### src/rtl/ppa_pkg.sv
package ppa_pkg;

    localparam logic [15:0] LFSR_SEED_DEF = 16'hACE1;

    typedef enum logic [2:0] {
        ACT_NONE,
        ACT_DUPLEX,
        ACT_DEFER,
        ACT_COUNT,
        ACT_DRAW
    } act_e;

    typedef struct packed {
        logic tick;
        logic enable;
        logic tx_idle;
        logic pending;
        logic duplex;
        logic carrier;
    } chan_in_t;

    function automatic logic [15:0] ticks_of(input logic [15:0] ms);
        return ms / 16'd10;
    endfunction

    function automatic logic [15:0] lfsr_step(input logic [15:0] s);
        return {s[14:0], s[15] ^ s[13] ^ s[12] ^ s[10]};
    endfunction

endpackage

### src/rtl/ppa_lfsr.sv
module ppa_lfsr #(
    parameter logic [15:0] SEED = ppa_pkg::LFSR_SEED_DEF
) (
    input  logic       clk,
    input  logic       rst,
    output logic [7:0] rnd_byte
);
    logic [15:0] state;

    always_ff @(posedge clk) begin
        if (rst) state <= SEED;
        else     state <= ppa_pkg::lfsr_step(state);
    end

    assign rnd_byte = state[7:0];
endmodule

### src/rtl/ppa_cfg.sv
module ppa_cfg #(
    parameter int SLOT_W   = 10,
    parameter int DEF_SLOT = 100,
    parameter int DEF_PERS = 64
) (
    input  logic              clk,
    input  logic              rst,
    input  logic              slot_wr,
    input  logic [SLOT_W-1:0] slot_wdata,
    input  logic              pers_wr,
    input  logic [7:0]        pers_wdata,
    output logic [SLOT_W-1:0] slot_cur,
    output logic [7:0]        pers_cur
);
    always_ff @(posedge clk) begin
        if (rst) begin
            slot_cur <= SLOT_W'(DEF_SLOT);
            pers_cur <= 8'(DEF_PERS);
        end else begin
            if (slot_wr) slot_cur <= slot_wdata;
            if (pers_wr) pers_cur <= pers_wdata;
        end
    end
endmodule

### src/rtl/ppa_decide.sv
module ppa_decide
    import ppa_pkg::*;
#(
    parameter int CNT_W   = 7,
    parameter int RST_CNT = 10
) (
    input  logic             clk,
    input  logic             rst,
    input  chan_in_t         cin,
    input  logic             slot_wr,
    input  logic [CNT_W-1:0] reload_cur,
    input  logic [CNT_W-1:0] reload_new,
    input  logic [7:0]       rnd_byte,
    input  logic [7:0]       pers_cur,
    output logic [CNT_W-1:0] slot_cnt,
    output logic             start_tx
);
    act_e             act;
    logic             arm;
    logic             go;
    logic [CNT_W-1:0] cnt_d;

    assign arm = cin.tick && cin.enable && cin.tx_idle && cin.pending;

    always_comb begin
        if (!arm)                  act = ACT_NONE;
        else if (cin.duplex)       act = ACT_DUPLEX;
        else if (cin.carrier)      act = ACT_DEFER;
        else if (slot_cnt > CNT_W'(1)) act = ACT_COUNT;
        else                       act = ACT_DRAW;
    end

    always_comb begin
        if (slot_wr)          cnt_d = reload_new;
        else if (!cin.enable) cnt_d = reload_cur;
        else begin
            case (act)
                ACT_DEFER, ACT_DRAW: cnt_d = reload_cur;
                ACT_COUNT:           cnt_d = slot_cnt - 1'b1;
                default:             cnt_d = slot_cnt;
            endcase
        end
    end

    assign go = (act == ACT_DUPLEX) || ((act == ACT_DRAW) && (rnd_byte <= pers_cur));

    always_ff @(posedge clk) begin
        if (rst) begin
            slot_cnt <= CNT_W'(RST_CNT);
            start_tx <= 1'b0;
        end else begin
            slot_cnt <= cnt_d;
            start_tx <= go;
        end
    end
endmodule

### src/rtl/ppa_arbiter.sv
module ppa_arbiter
    import ppa_pkg::*;
#(
    parameter int          SLOT_W   = 10,
    parameter int          DEF_SLOT = 100,
    parameter int          DEF_PERS = 64,
    parameter logic [15:0] SEED     = LFSR_SEED_DEF
) (
    input  logic              clk,
    input  logic              rst,
    input  logic              enable,
    input  logic              tick,
    input  logic              carrier,
    input  logic              frame_pending,
    input  logic              tx_idle,
    input  logic              full_duplex,
    input  logic              slot_wr,
    input  logic [SLOT_W-1:0] slot_wdata,
    input  logic              pers_wr,
    input  logic [7:0]        pers_wdata,
    output logic              start_tx
);
    localparam int CNT_W   = $clog2((2 ** SLOT_W - 1) / 10 + 1);
    localparam int RST_CNT = DEF_SLOT / 10;

    logic [SLOT_W-1:0] slot_cur;
    logic [7:0]        pers_cur;
    logic [7:0]        rnd_byte;
    logic [CNT_W-1:0]  slot_cnt;
    logic [CNT_W-1:0]  reload_cur;
    logic [CNT_W-1:0]  reload_new;
    chan_in_t          cin;

    assign reload_cur = CNT_W'(ticks_of(16'(slot_cur)));
    assign reload_new = CNT_W'(ticks_of(16'(slot_wdata)));

    assign cin = '{tick: tick, enable: enable, tx_idle: tx_idle,
                   pending: frame_pending, duplex: full_duplex, carrier: carrier};

    ppa_lfsr #(.SEED(SEED)) u_lfsr (
        .clk(clk), .rst(rst), .rnd_byte(rnd_byte)
    );

    ppa_cfg #(.SLOT_W(SLOT_W), .DEF_SLOT(DEF_SLOT), .DEF_PERS(DEF_PERS)) u_cfg (
        .clk(clk), .rst(rst),
        .slot_wr(slot_wr), .slot_wdata(slot_wdata),
        .pers_wr(pers_wr), .pers_wdata(pers_wdata),
        .slot_cur(slot_cur), .pers_cur(pers_cur)
    );

    ppa_decide #(.CNT_W(CNT_W), .RST_CNT(RST_CNT)) u_decide (
        .clk(clk), .rst(rst), .cin(cin), .slot_wr(slot_wr),
        .reload_cur(reload_cur), .reload_new(reload_new),
        .rnd_byte(rnd_byte), .pers_cur(pers_cur),
        .slot_cnt(slot_cnt), .start_tx(start_tx)
    );
endmodule

### config.mk
export PLATFORM = sky130hd
export DESIGN_NAME = ppa_arbiter
export DESIGN_NICKNAME = d
export VERILOG_FILES = /design/src/rtl/ppa_pkg.sv /design/src/rtl/ppa_lfsr.sv /design/src/rtl/ppa_cfg.sv /design/src/rtl/ppa_decide.sv /design/src/rtl/ppa_arbiter.sv
export SDC_FILE = /design/constraint.sdc
export NUM_CORES = 1
export LEC_CHECK = 0
export BUFFER_PORTS_ARGS = -buffer_cell sky130_fd_sc_hd__buf_4
export CELL_PAD_IN_SITES_DETAIL_PLACEMENT = 1
export CELL_PAD_IN_SITES_GLOBAL_PLACEMENT = 1
export CORE_MARGIN = 10
export CORE_UTILIZATION = 40
export CTS_CLUSTER_DIAMETER = 150
export DETAILED_ROUTE_END_ITERATION = 10
export GPL_TIMING_DRIVEN = 0
export HOLD_SLACK_MARGIN = 0.02
export PLACE_DENSITY_LB_ADDON = 0.1
export SYNTH_ARGS = -nofsm -noshare
export SYNTH_HDL_FRONTEND = slang
export SYNTH_SLANG_ARGS = --single-unit
### constraint.sdc
create_clock -name clk -period 3.2 [get_ports clk]
set_input_delay 0.32 -clock clk [delete_from_list [all_inputs] [get_ports clk]]
set_output_delay 0.32 -clock clk [all_outputs]
set_load 0.005 [all_outputs]
**Word level (Yosys, flattened, before mapping)**

Index checks and enable logic that the tools add are counted.

- Register bits: 42
- Input bits: 28

- $add $sub $neg: 1
- Divide/modulo/power cells: 2
- Order comparisons: 2
- Equal/unequal tests: 5
- Mux-type cells: 7
- Bitwise gates (word level): 3
- Reduce and logical (&&, ||, !) cells: 6

Operators with widths:

| kind | number |
|---|---|
| 10-bit by 4-bit divider with 16-bit output (second input constant) | 2 |
| 7-bit two-way mux | 2 |
| 7-bit case mux with 2 select lines | 1 |
| 3-bit two-way mux | 4 |
| 8-bit less-or-equal comparator | 1 |
| 7-bit by 1-bit greater-than comparator with 1-bit output (second input constant) | 1 |
| 7-bit by 1-bit subtractor with 7-bit output (second input constant) | 1 |
| 3-bit by 2-bit equality test with 1-bit output (second input constant) | 2 |
| 1-bit logical AND | 4 |
| 4-bit by 1-bit != test with 1-bit output (second input constant) | 1 |
| 3-bit by 1-bit equality test with 1-bit output (second input constant) | 1 |
| 3-bit equality test (second input constant) | 1 |
| 1-bit XOR | 3 |
| 2-bit OR reduction | 1 |
| 1-bit logical OR | 1 |

**Longest topological paths before layout**

Gate-level depths: netlist of run 1.

- Depth after elaboration: 10
- Depth in mapped cells: 12
- Mapped depth without buffers: 10

**Cells and area by module**

A second synthesis of run 1 with hierarchy kept.

- Cells, all modules: 426
- Area total of the unflattened synthesis: 3,394.5 µm²

Modules (own cells, without submodules):

| module | times used | cells each | area an instance (µm²) | sequential area each (µm²) |
|---|---|---|---|---|
| ppa_arbiter | 1 | 215 | 1,396.3 | 0.0 |
| ppa_decide | 1 | 109 | 838.3 | 160.2 |
| ppa_cfg | 1 | 58 | 645.6 | 360.3 |
| ppa_lfsr | 1 | 44 | 514.2 | 320.3 |

**Worst setup path after synthesis of run 1**

No wires, ideal clock.

- Path type: input -> register
- From: in slot_wdata[8]
- To: reg u_decide.slot_cnt[0]
- Arrival: 2.644 ns
- Data required time: 3.136 ns
- Slack: 0.492 ns
- Stages: 10
- Path buffers: 1
- Cells stage by stage: buf_6 -> nor2b_4 -> or4_4 -> a21oi_4 -> nand2b_4 -> a211oi_2 -> o31ai_4 -> a2111oi_0 -> or4_1 -> nand4_1

- Word-level cells in the longest chain between the ends: 2

Ends and longest elaborated chain:

| element | line | text |
|---|---|---|
| start: declaration | ppa_arbiter.sv:18 | `input logic [SLOT_W-1:0] slot_wdata,` |
| 10-bit by 4-bit divider with 16-bit output | ppa_pkg.sv:23 | `return ms / 16'd10;` |
| 7-bit two-way mux | ppa_decide.sv:34 | `if (slot_wr) cnt_d = reload_new;` |
| end signal: assignment | ppa_decide.sv:49 | `slot_cnt <= CNT_W'(RST_CNT);` |
| end signal: assignment | ppa_decide.sv:52 | `slot_cnt <= cnt_d;` |
| end: declaration | ppa_decide.sv:15 | `output logic [CNT_W-1:0] slot_cnt,` |

Every way passes these cells.
A chain may end at the register's enable or synchronous reset.

**Final worst setup path of run 1**

- From: reg u_cfg.slot_cur[9]
- To: reg u_decide.slot_cnt[0]

- Word-level cells in the longest chain between the ends: 4

Ends and longest elaborated chain:

| element | line | text |
|---|---|---|
| start: declaration | ppa_cfg.sv:12 | `output logic [SLOT_W-1:0] slot_cur,` |
| start signal: assignment | ppa_cfg.sv:17 | `slot_cur <= SLOT_W'(DEF_SLOT);` |
| start signal: assignment | ppa_cfg.sv:20 | `if (slot_wr) slot_cur <= slot_wdata;` |
| 10-bit by 4-bit divider with 16-bit output (*) | ppa_pkg.sv:23 |  |
| 7-bit case mux with 2 select lines | ppa_decide.sv:37 | `case (act)` |
| 7-bit two-way mux (*) | ppa_decide.sv:35 | `else if (!cin.enable) cnt_d = reload_cur;` |
| 7-bit two-way mux (*) | ppa_decide.sv:34 |  |

Every way passes the cells marked *; elsewhere a longest branch is shown, timed or not.

==> flow_metrics.env, run 1 <==
export IMPL_wl_per_cell_um=17.2
export IMPL_cts_clk_slew_worst_paths_ns=0.08
export IMPL_cts_buffers=5
export IMPL_synth_area_mm2=0.00320
export IMPL_clock_latency_ns=0.30
export IMPL_yosysSeqAreaShare_pct=25.7
export IMPL_ant_nets=0
export IMPL_async_flop_share_pct=0
export IMPL_ir_drop_mv=0.164
export IMPL_crit_arrival_ns=3.12
export IMPL_syn2layout_area_growth_pct=12.4
export IMPL_root_buffer="clkbuf_8"
export IMPL_path_max_fanout=10
export IMPL_route_detailed_drc=0
export IMPL_syn_avg_cell_area_um2=7.81
export IMPL_fin_ws_ns=0.309
export IMPL_syn_nets=447
export IMPL_leakagePower_nw=1.44
export IMPL_finalSetupViolations=0
export IMPL_clock_skew_ns=0.00991
export IMPL_track_usage_pct=15.6
export IMPL_postCtsSetupRepairBufs=0
export IMPL_place_hpwl_um=7060
export IMPL_tritoncts="yes"
export IMPL_max_slew_margin_rel_pct=49.7
export IMPL_timing_worst_setup_path_type="register to register"
export IMPL_nets=474
export IMPL_finalSetupTns_ns=0
export IMPL_clock_sink_count=41
export IMPL_utilization_pct=46.2
export IMPL_yosys_warnings=0
export IMPL_hold_violations=0
export IMPL_die_area_mm2=0.0120
export IMPL_synth_top_flop_cell="dfxtp_1"
export IMPL_die_w_um=109
export IMPL_status="finished clean"
export IMPL_drive_above_1_share_pct=14.0
export IMPL_fp_coreArea_mm2=0.00777
export IMPL_die_h_um=109
export IMPL_powerDensity_mw_per_mm2=398
export IMPL_start_util_pct=41.1
export IMPL_h_tree_depth=2
export IMPL_required_ns=3.43
export IMPL_synth_edff_count=0
export IMPL_ys_ff_latch=41
export IMPL_fmax_mhz=346
export IMPL_drv_slew=0
export IMPL_pin_count=29
export IMPL_post_place_ws_ns=0.0109
export IMPL_syn_inst=409
export IMPL_period_minus_slack_ns=2.89
export IMPL_diodes=0
export IMPL_clock_path_buffers=2
export IMPL_dp_cells=533
export IMPL_gp_congestion=0.858
export IMPL_drt_iter0_markers=85
export IMPL_hp_class="primary input to register"
export IMPL_grt_max_degree=13
export IMPL_power_mw=1.43
export IMPL_drt_wl_total_um=9240
export IMPL_rsz0062_at_grt="false"
export IMPL_firstDrtPassIters=4
export IMPL_startpoint_type="register"
export IMPL_grt_pass1_wl_um=15400
export IMPL_antenna_found_initial=0
export IMPL_grt_pass1_vias=3130
export IMPL_finalCritPeriodShare_pct=90.4
export IMPL_tightest_slew_ns=0.753
export IMPL_synth_cell_type_count=77
export IMPL_num_vias=3091
export IMPL_fin_cells=538
export IMPL_drt_vias_per_instance=5.75
export IMPL_maxCapViolCount=0
export IMPL_io_buffers=22
export IMPL_rows=32
export IMPL_grt_remaining_overflow=0
export IMPL_cp_end_kind="register"
## worst paths after layout
path | slack, ns | endpoint | from | depth (start not counted)
setup / recovery | 0.31 | u_decide.slot_cnt[0] | u_cfg.slot_cur[9] | 9
hold / removal | 0.26 | u_cfg.pers_cur[0] | pers_wdata[0] | 3
setup reg to reg | 0.31 | u_decide.slot_cnt[0] | u_cfg.slot_cur[9] | 9
hold reg to reg | 0.41 | u_lfsr.state[15] | u_lfsr.state[14] | 1
## per-stage QoR
stage / cell area [um2] / hold WS, ns
3_3_place_gp: 3490 / 0.392
6_report: 3590 / 0.257
4_1_cts: 3590 / 0.254
2_1_floorplan: 3200 / 0.389
5_1_grt: 3590 / 0.247
3_5_place_dp: 3490 / 0.398
## cell families (layout without fill, tap and decap cells)
family                     Yosys count  count (layout)  synth area share (%)
and+or+nand+nor                    154             154                  26.6
AOI/OAI and AO/OA                  122             122                  28.1
buffers and inverters               51              78                  6.54
DFF                                 41              41                  25.7
muxes                               17              17                  5.32
xor gates and xnor gates            13              13                  3.56
adders and majority gates           11              11                  4.23
## power breakdown
| group | internal [mW] | switching (mW) | leakage, nW |
|---|---|---|---|
| clock | 0.227 | 0.183 | 0.0540 |
| sequential | 0.548 | 0.0310 | 0.340 |
| combinational | 0.189 | 0.253 | 1.04 |
## repair_timing
item                                    in CTS  in global routing
endpoints found under the setup margin       0                  2
hold buffers                                 0                  0
hold endpoints to repair                     0                  0
gates resized for setup                      0                  6
## cell usage in the layout, fill, tap and decap left out, types with 3 or more instances in the layout
cell and count:
or3_1 4, o21ai_0 24, a21oi_1 22, nor2b_1 13, nor2_1 37, nand2b_1 12, a221oi_1 5, o211ai_1 7
nor3b_1 4, or2_2 8, a32o_1 3, xnor2_1 11, clkbuf_1 20, nor3_1 10, nand3_1 6, clkbuf_8 5
buf_1 3, dfxtp_1 41, a21o_1 7, ha_1 10, a31oi_1 5, nand4_1 8, a211oi_1 12, buf_4 23
nand2_1 26, mux2i_1 17, a21boi_0 3, and3_1 4, inv_1 18
## critical path, stage by stage (launching register included)
cell and delay (ns):
dfxtp_1 0.33, clkbuf_2 0.23, nor3b_1 0.66, a21oi_1 0.15, o221a_2 0.28, and2_1 0.23
or4_1 0.53, a31oi_1 0.20, o21bai_1 0.10, nand4_1 0.11
## Yosys cell counts (5+ instances only)
cell,instances,area (um2)
dfxtp_1,41,821
nor2_1,37,139
nand2_1,26,97.6
clkbuf_1,24,90.1
o21ai_0,24,120
a21oi_1,22,110
inv_1,18,67.6
mux2i_1,17,170
nor2b_1,15,93.8
a211oi_1,12,90.1
nand2b_1,12,75.1
xnor2_1,11,96.3
ha_1,10,125
nor3_1,10,50.1
nand4_1,8,50.1
or2_2,8,50.1
a21o_1,7,52.6
o211ai_1,7,52.6
nand3_1,6,30.0
a221oi_1,5,43.8
a31oi_1,5,31.3
## final cells by class
cell class / count / area (um2)
clock buffer: 5 / 68.8
timing repair buffer: 22 / 165
clock inverter: 2 / 35.0
sequential: 41 / 821
buffer: 30 / 133
tap: 102 / 128
multi-input combinational: 317 / 2170
fill: 986 / 4180
inverter: 19 / 71.3
## layer usage
layer  vias to the layer above  wire, um  share of wire [%]  global-route usage (%)
li1                       1544         -                  -                       -
met1                      1496      4560                 49                    21.4
met2                        44      4190                 45                    24.7
met3                         7       417                4.5                    3.16
met4                         0        78               0.84                    2.97
met5                         -         0                  0                       0
## state kept, by name, indices dropped and copies added (netlist names)
register           cells
u_lfsr.state          16
u_decide.slot_cnt      7
u_decide.start_tx      1
u_cfg.pers_cur         8
u_cfg.slot_cur         9
Power figures use the tool's default switching activity.
==> inputs of run 2 (changes only) <==
--- a/config.mk
+++ b/config.mk
@@ -9,12 +9,12 @@
 export CELL_PAD_IN_SITES_DETAIL_PLACEMENT = 1
 export CELL_PAD_IN_SITES_GLOBAL_PLACEMENT = 1
 export CORE_MARGIN = 10
-export CORE_UTILIZATION = 40
+export CORE_UTILIZATION = 45
 export CTS_CLUSTER_DIAMETER = 150
 export DETAILED_ROUTE_END_ITERATION = 10
 export GPL_TIMING_DRIVEN = 0
 export HOLD_SLACK_MARGIN = 0.02
-export PLACE_DENSITY_LB_ADDON = 0.1
+export PLACE_DENSITY = 0.78
 export SYNTH_ARGS = -nofsm -noshare
 export SYNTH_HDL_FRONTEND = slang
 export SYNTH_SLANG_ARGS = --single-unit
==> flow_metrics.env, run 2 (synthesis gave the netlist of run 1 again) <==
export IMPL_fmax_mhz=335
export IMPL_share_comb_of_total_power_pct=31.8
export IMPL_fin_ws_ns=0.213
export IMPL_largest_reg_flops=16
export IMPL_cts_resized_gates=0
export IMPL_fp_coreArea_mm2=0.00683
export IMPL_hold_violations=0
export IMPL_wl_per_cell_um=17.4
export IMPL_path_max_fanout=10
export IMPL_drt_wl_total_um=9320
export IMPL_drive_above_1_share_pct=14.2
export IMPL_hold_depth=3
export IMPL_num_vias=3133
export IMPL_postLayoutCellArea_mm2=0.00358
export IMPL_drt_iter0_markers=129
export IMPL_cp_slowest_cell="dfxtp_1"
export IMPL_powerDensity_mw_per_mm2=390
export IMPL_die_area_mm2=0.0109
export IMPL_final_cell_mix="dfxtp_1 (41), nor2_1 (37), nand2_1 (26)"
export IMPL_syn2layout_area_growth_pct=12.1
export IMPL_power_share_sequential_pct=41.5
export IMPL_period_minus_slack_ns=2.99
export IMPL_clock_latency_ns=0.31
export IMPL_ir_drop_mv=0.216
export IMPL_firstDrtPassIters=4
export IMPL_grt_max_degree=16
export IMPL_nets=475
export IMPL_drv_slew=0
export IMPL_p_sw_share_pct=35.8
export IMPL_maxCapViolCount=0
export IMPL_fin_cells=534
export IMPL_p_switching_uw=500
export IMPL_die_h_um=104
export IMPL_post_place_ws_ns=0.0718
export IMPL_drt_vias_per_instance=5.87
export IMPL_die_w_um=104
export IMPL_crit_family="compound AO/OA/AOI/OAI gates"
export IMPL_tightest_slew_ns=0.675
export IMPL_crit_chain="clkbuf_2, nor2b_1, nor2_1, a221o_1, a2bb2oi_1, and2_1, clkbuf_1, o211ai_1, a32o_1, a311oi_1, nand4_1"
export IMPL_leakagePower_nw=1.43
export IMPL_clock_sink_count=41
export IMPL_postCtsSetupRepairBufs=0
export IMPL_clock_path_buffers=2
export IMPL_route_detailed_drc=0
export IMPL_cp_end_kind="register"
export IMPL_required_ns=3.38
export IMPL_place_hpwl_um=7120
export IMPL_cts_hold_buf=0
export IMPL_gp_congestion=0.831
export IMPL_h_tree_depth=2
export IMPL_status="finished clean"
export IMPL_dp_cells=527
export IMPL_tritoncts="yes"
export IMPL_p_int_uw=898
export IMPL_crit_path_max_incr_delay_ns=0.35
export IMPL_crit_arrival_ns=3.17
export IMPL_finalCritPeriodShare_pct=93.3
export IMPL_grt_pass1_vias=3242
export IMPL_cp_startpoint="u_cfg.slot_cur[7]"
export IMPL_start_util_pct=46.8
export IMPL_root_buffer="clkbuf_8"
export IMPL_timing_worst_setup_path_type="register to register"
export IMPL_io_buffers=22
export IMPL_finalSetupViolations=0
export IMPL_cts_clk_slew_worst_paths_ns=0.09
export IMPL_r2r_cells=11
export IMPL_placed_cell_area_mm2=0.00348
export IMPL_hp_class="primary input to register"
export IMPL_ant_nets=0
export IMPL_antenna_found_initial=0
export IMPL_rows=30
export IMPL_max_slew_margin_rel_pct=54.5
export IMPL_final_common_cell="dfxtp_1"
export IMPL_finalSetupTns_ns=0
export IMPL_track_usage_pct=16.8
export IMPL_min_from="pers_wdata[3]"
export IMPL_timing_rr_start="u_cfg.slot_cur[7]"
export IMPL_pwr_share_clk_pct=26.7
export IMPL_cts_buffers=5
export IMPL_critical_path_buf_inv_count=2
export IMPL_diodes=0
export IMPL_clock_skew_ns=0.00467
export IMPL_top_register="u_lfsr.state"
export IMPL_pin_count=29
export IMPL_biggestRegsByFlops="u_lfsr.state x16, u_cfg.slot_cur x9, u_cfg.pers_cur x8"
export IMPL_grt_remaining_overflow=0
export IMPL_power_mw=1.40
export IMPL_grt_pass1_wl_um=15800
export IMPL_cp_depth=11
export IMPL_startpoint_type="register"
run 2: cell types whose count changed in the layout (fill, tap and decap cells not counted):
| cell | change |
|---|---|
| bufinv_16 | -1 |
| nor3b_1 | -1 |
| nor3b_2 | +1 |
| nor2b_1 | +1 |
| inv_6 | +2 |
| clkinvlp_4 | +1 |
| clkbuf_1 | +1 |
| nor2b_2 | -1 |
| clkinv_2 | -1 |
run 2: final cells by class:
class	instances	area, um2
Timing Repair Buffer	22	165
Clock buffer	5	68.8
Sequential cell	41	821
Fill cell	891	3250
Multi-Input combinational cell	317	2170
Clock inverter	3	25.0
Tap cell	96	120
Inverter	19	71.3
Buffer	31	136
run 2: through the flow:
stage	hold slack (ns)	utilization (%)
finish	0.241	52.4
global route	0.261	52.4
CTS	0.242	52.3
detailed placement	0.403	51.0
global placement	0.394	51.0
floorplan	0.389	-
run 2: power by group through the flow:
stage | clock network (mW) | logic (mW) | registers, mW
4_1_cts | 0.381 | 0.445 | 0.577
6_report | 0.374 | 0.445 | 0.580
5_1_grt | 0.404 | 0.498 | 0.585
2_1_floorplan | 0 | 0.327 | 0.580
3_3_place_gp | 0 | 0.428 | 0.587
3_5_place_dp | 0 | 0.440 | 0.589
run 2: final timing paths:
kind | to | slack, ns
max | u_decide.slot_cnt[0] | 0.21
min | u_cfg.pers_cur[3] | 0.24
max reg2reg | u_decide.slot_cnt[0] | 0.21
min reg2reg | u_lfsr.state[10] | 0.42
run 2: tightest hold or removal path: stages:
cell	delay, ns
buf_4	0.07
mux2i_1	0.05
nor2_1	0.07
run 2: routing by layer:
| metal | track usage [%] | vias to the layer above | share of wire (%) |
|---|---|---|---|
| met5 | 0 | - | 0 |
| met4 | 4.57 | 0 | 1.4 |
| li1 | - | 1557 | - |
| met2 | 27.0 | 46 | 47 |
| met3 | 2.60 | 11 | 2.7 |
| met1 | 22.6 | 1519 | 48 |
==> inputs of run 3 (changes only) <==
--- a/config.mk
+++ b/config.mk
@@ -12,7 +12,7 @@
 export CORE_UTILIZATION = 45
 export CTS_CLUSTER_DIAMETER = 150
 export DETAILED_ROUTE_END_ITERATION = 10
-export GPL_TIMING_DRIVEN = 0
+export GPL_TIMING_DRIVEN = 1
 export HOLD_SLACK_MARGIN = 0.02
 export PLACE_DENSITY = 0.78
 export SYNTH_ARGS = -nofsm -noshare
==> flow_metrics.env, run 3 (synthesis gave the netlist of run 1 again) <==
export IMPL_p_int_mw=1.05
export IMPL_drt_iter0_markers=149
export IMPL_fp_coreArea_mm2=0.00683
export IMPL_max_slew_margin_rel_pct=39.8
export IMPL_ant_nets=0
export IMPL_finalSetupViolations=0
export IMPL_whs_endpoint="u_cfg.pers_cur[3]"
export IMPL_grt_pass1_wl_um=15100
export IMPL_top_register="u_lfsr.state"
export IMPL_cts_resized_gates=0
export IMPL_io_buffers=27
export IMPL_period_minus_slack_ns=2.84
export IMPL_antenna_found_initial=0
export IMPL_cts_hold_buf=0
export IMPL_grt_remaining_overflow=0
export IMPL_pwr_share_clk_pct=32.7
export IMPL_tightest_slew_ns=0.900
export IMPL_finalCritPeriodShare_pct=88.9
export IMPL_cts_clk_slew_worst_paths_ns=0.09
export IMPL_syn2layout_area_growth_pct=12.8
export IMPL_final_common_cell="dfxtp_1"
export IMPL_drv_slew=0
export IMPL_route_detailed_drc=0
export IMPL_cp_end_kind="register"
export IMPL_largest_reg_flops=16
export IMPL_die_w_um=104
export IMPL_pin_count=29
export IMPL_cts_buffers=5
export IMPL_min_from="pers_wdata[3]"
export IMPL_share_comb_of_total_power_pct=28.7
export IMPL_drt_vias_per_instance=5.94
export IMPL_track_usage_pct=16.2
export IMPL_firstDrtPassIters=4
export IMPL_die_h_um=104
export IMPL_power_share_sequential_pct=38.5
export IMPL_rows=30
export IMPL_leakagePower_nw=1.47
export IMPL_nets=460
export IMPL_timing_rr_start="u_cfg.slot_cur[7]"
export IMPL_biggestRegsByFlops="u_lfsr.state x16, u_cfg.slot_cur x9, u_cfg.pers_cur x8"
export IMPL_fmax_mhz=352
export IMPL_status="finished clean"
export IMPL_hp_class="primary input to register"
export IMPL_p_switching_uw=468
export IMPL_hold_violations=0
export IMPL_start_util_pct=46.8
export IMPL_h_tree_depth=2
export IMPL_r2r_cells=8
export IMPL_clock_path_buffers=2
export IMPL_required_ns=3.44
export IMPL_gp_congestion=0.848
export IMPL_r2r_end="u_decide.slot_cnt[0]"
export IMPL_fin_cells=519
export IMPL_p_sw_share_pct=30.8
export IMPL_diodes=0
export IMPL_grt_pass1_vias=3127
export IMPL_tritoncts="yes"
export IMPL_reg2reg_slack_ns=0.36
export IMPL_clock_skew_ns=0.00742
export IMPL_final_cell_mix="dfxtp_1 (41), buf_4 (38), nor2_1 (37)"
export IMPL_die_area_mm2=0.0109
export IMPL_drive_above_1_share_pct=16.5
export IMPL_hold_depth=3
export IMPL_place_hpwl_um=6580
export IMPL_postCtsSetupRepairBufs=0
export IMPL_finalSetupTns_ns=0
export IMPL_grt_max_degree=39
export IMPL_crit_arrival_ns=3.09
export IMPL_rsz0062_at_grt="false"
export IMPL_clock_latency_ns=0.30
export IMPL_timing_worst_setup_path_type="register to register"
export IMPL_root_buffer="clkbuf_8"
export IMPL_wl_per_cell_um=17.2
export IMPL_maxCapViolCount=0
export IMPL_path_max_fanout=9
export IMPL_holdWs_ns=0.262
export IMPL_drt_wl_total_um=8920
export IMPL_ir_drop_mv=0.291
export IMPL_dp_cells=511
export IMPL_num_vias=3085
export IMPL_clock_sink_count=41
export IMPL_startpoint_type="register"
export IMPL_powerDensity_mw_per_mm2=422
-- run 3: cell count changes in the layout (fill, tap and decap cells not counted), sizes merged --
cell      change
clkinv        +1
buf           +9
bufinv        +2
inv           -2
clkinvlp      -1
clkbuf       -24
-- run 3: metrics by stage --
stage	worst slack (ns)	utilization [%]	instance area, um2	power [mW]
2_1_floorplan	0.492	-	3200	0.907
3_3_place_gp	0.216	50.8	3470	1.01
3_5_place_dp	0.113	50.8	3470	1.03
4_1_cts	0.408	52.7	3600	1.53
5_1_grt	0.136	52.7	3600	1.61
6_report	0.355	52.7	3600	1.52
-- run 3: layout make-up --
class / count / area (um2)
fillers: 876 / 3230
multi-input cells: 317 / 2170
flip-flops and latches: 41 / 821
repair buffers: 38 / 285
well taps: 96 / 120
inverters: 19 / 71.3
clock buffers: 5 / 68.8
clock inverters: 3 / 65.1
-- run 3: how the worst max path moves through the flow --
stage                            from                   end  slack (ns)  depth (start not counted)
floorplan               slot_wdata[8]  u_decide.slot_cnt[0]        0.49                         10
global placement        slot_wdata[7]  u_decide.slot_cnt[0]        0.22                         10
detailed placement      slot_wdata[7]  u_decide.slot_cnt[0]        0.11                         10
CTS                 u_cfg.slot_cur[7]  u_decide.slot_cnt[0]        0.41                          9
global route            slot_wdata[7]  u_decide.slot_cnt[0]        0.14                         10
finish              u_cfg.slot_cur[7]  u_decide.slot_cnt[0]        0.36                          8
-- run 3: critical path, stage by stage (launching register included) --
cell	delay, ns
dfxtp_1	0.40
nor3b_1	0.78
a21oi_1	0.16
o221a_2	0.29
and2_1	0.22
or4_1	0.52
a31oi_1	0.21
o21bai_1	0.10
nand4_1	0.10
-- run 3: power groups by stage --
stage	Sequential (mW)	Combinational, mW	Clock, mW
6_report	0.586	0.436	0.497
5_1_grt	0.591	0.490	0.525
3_5_place_dp	0.596	0.430	0
3_3_place_gp	0.595	0.416	0
4_1_cts	0.585	0.438	0.508
2_1_floorplan	0.580	0.327	0
-- run 3: per-layer routing --
metal,up-vias,part of all wire (%),track usage (%)
met3,15,2.6,2.79
met2,44,47,26.5
met1,1503,49,21.2
li1,1523,-,-
met4,0,1.6,4.77
met5,-,0,0
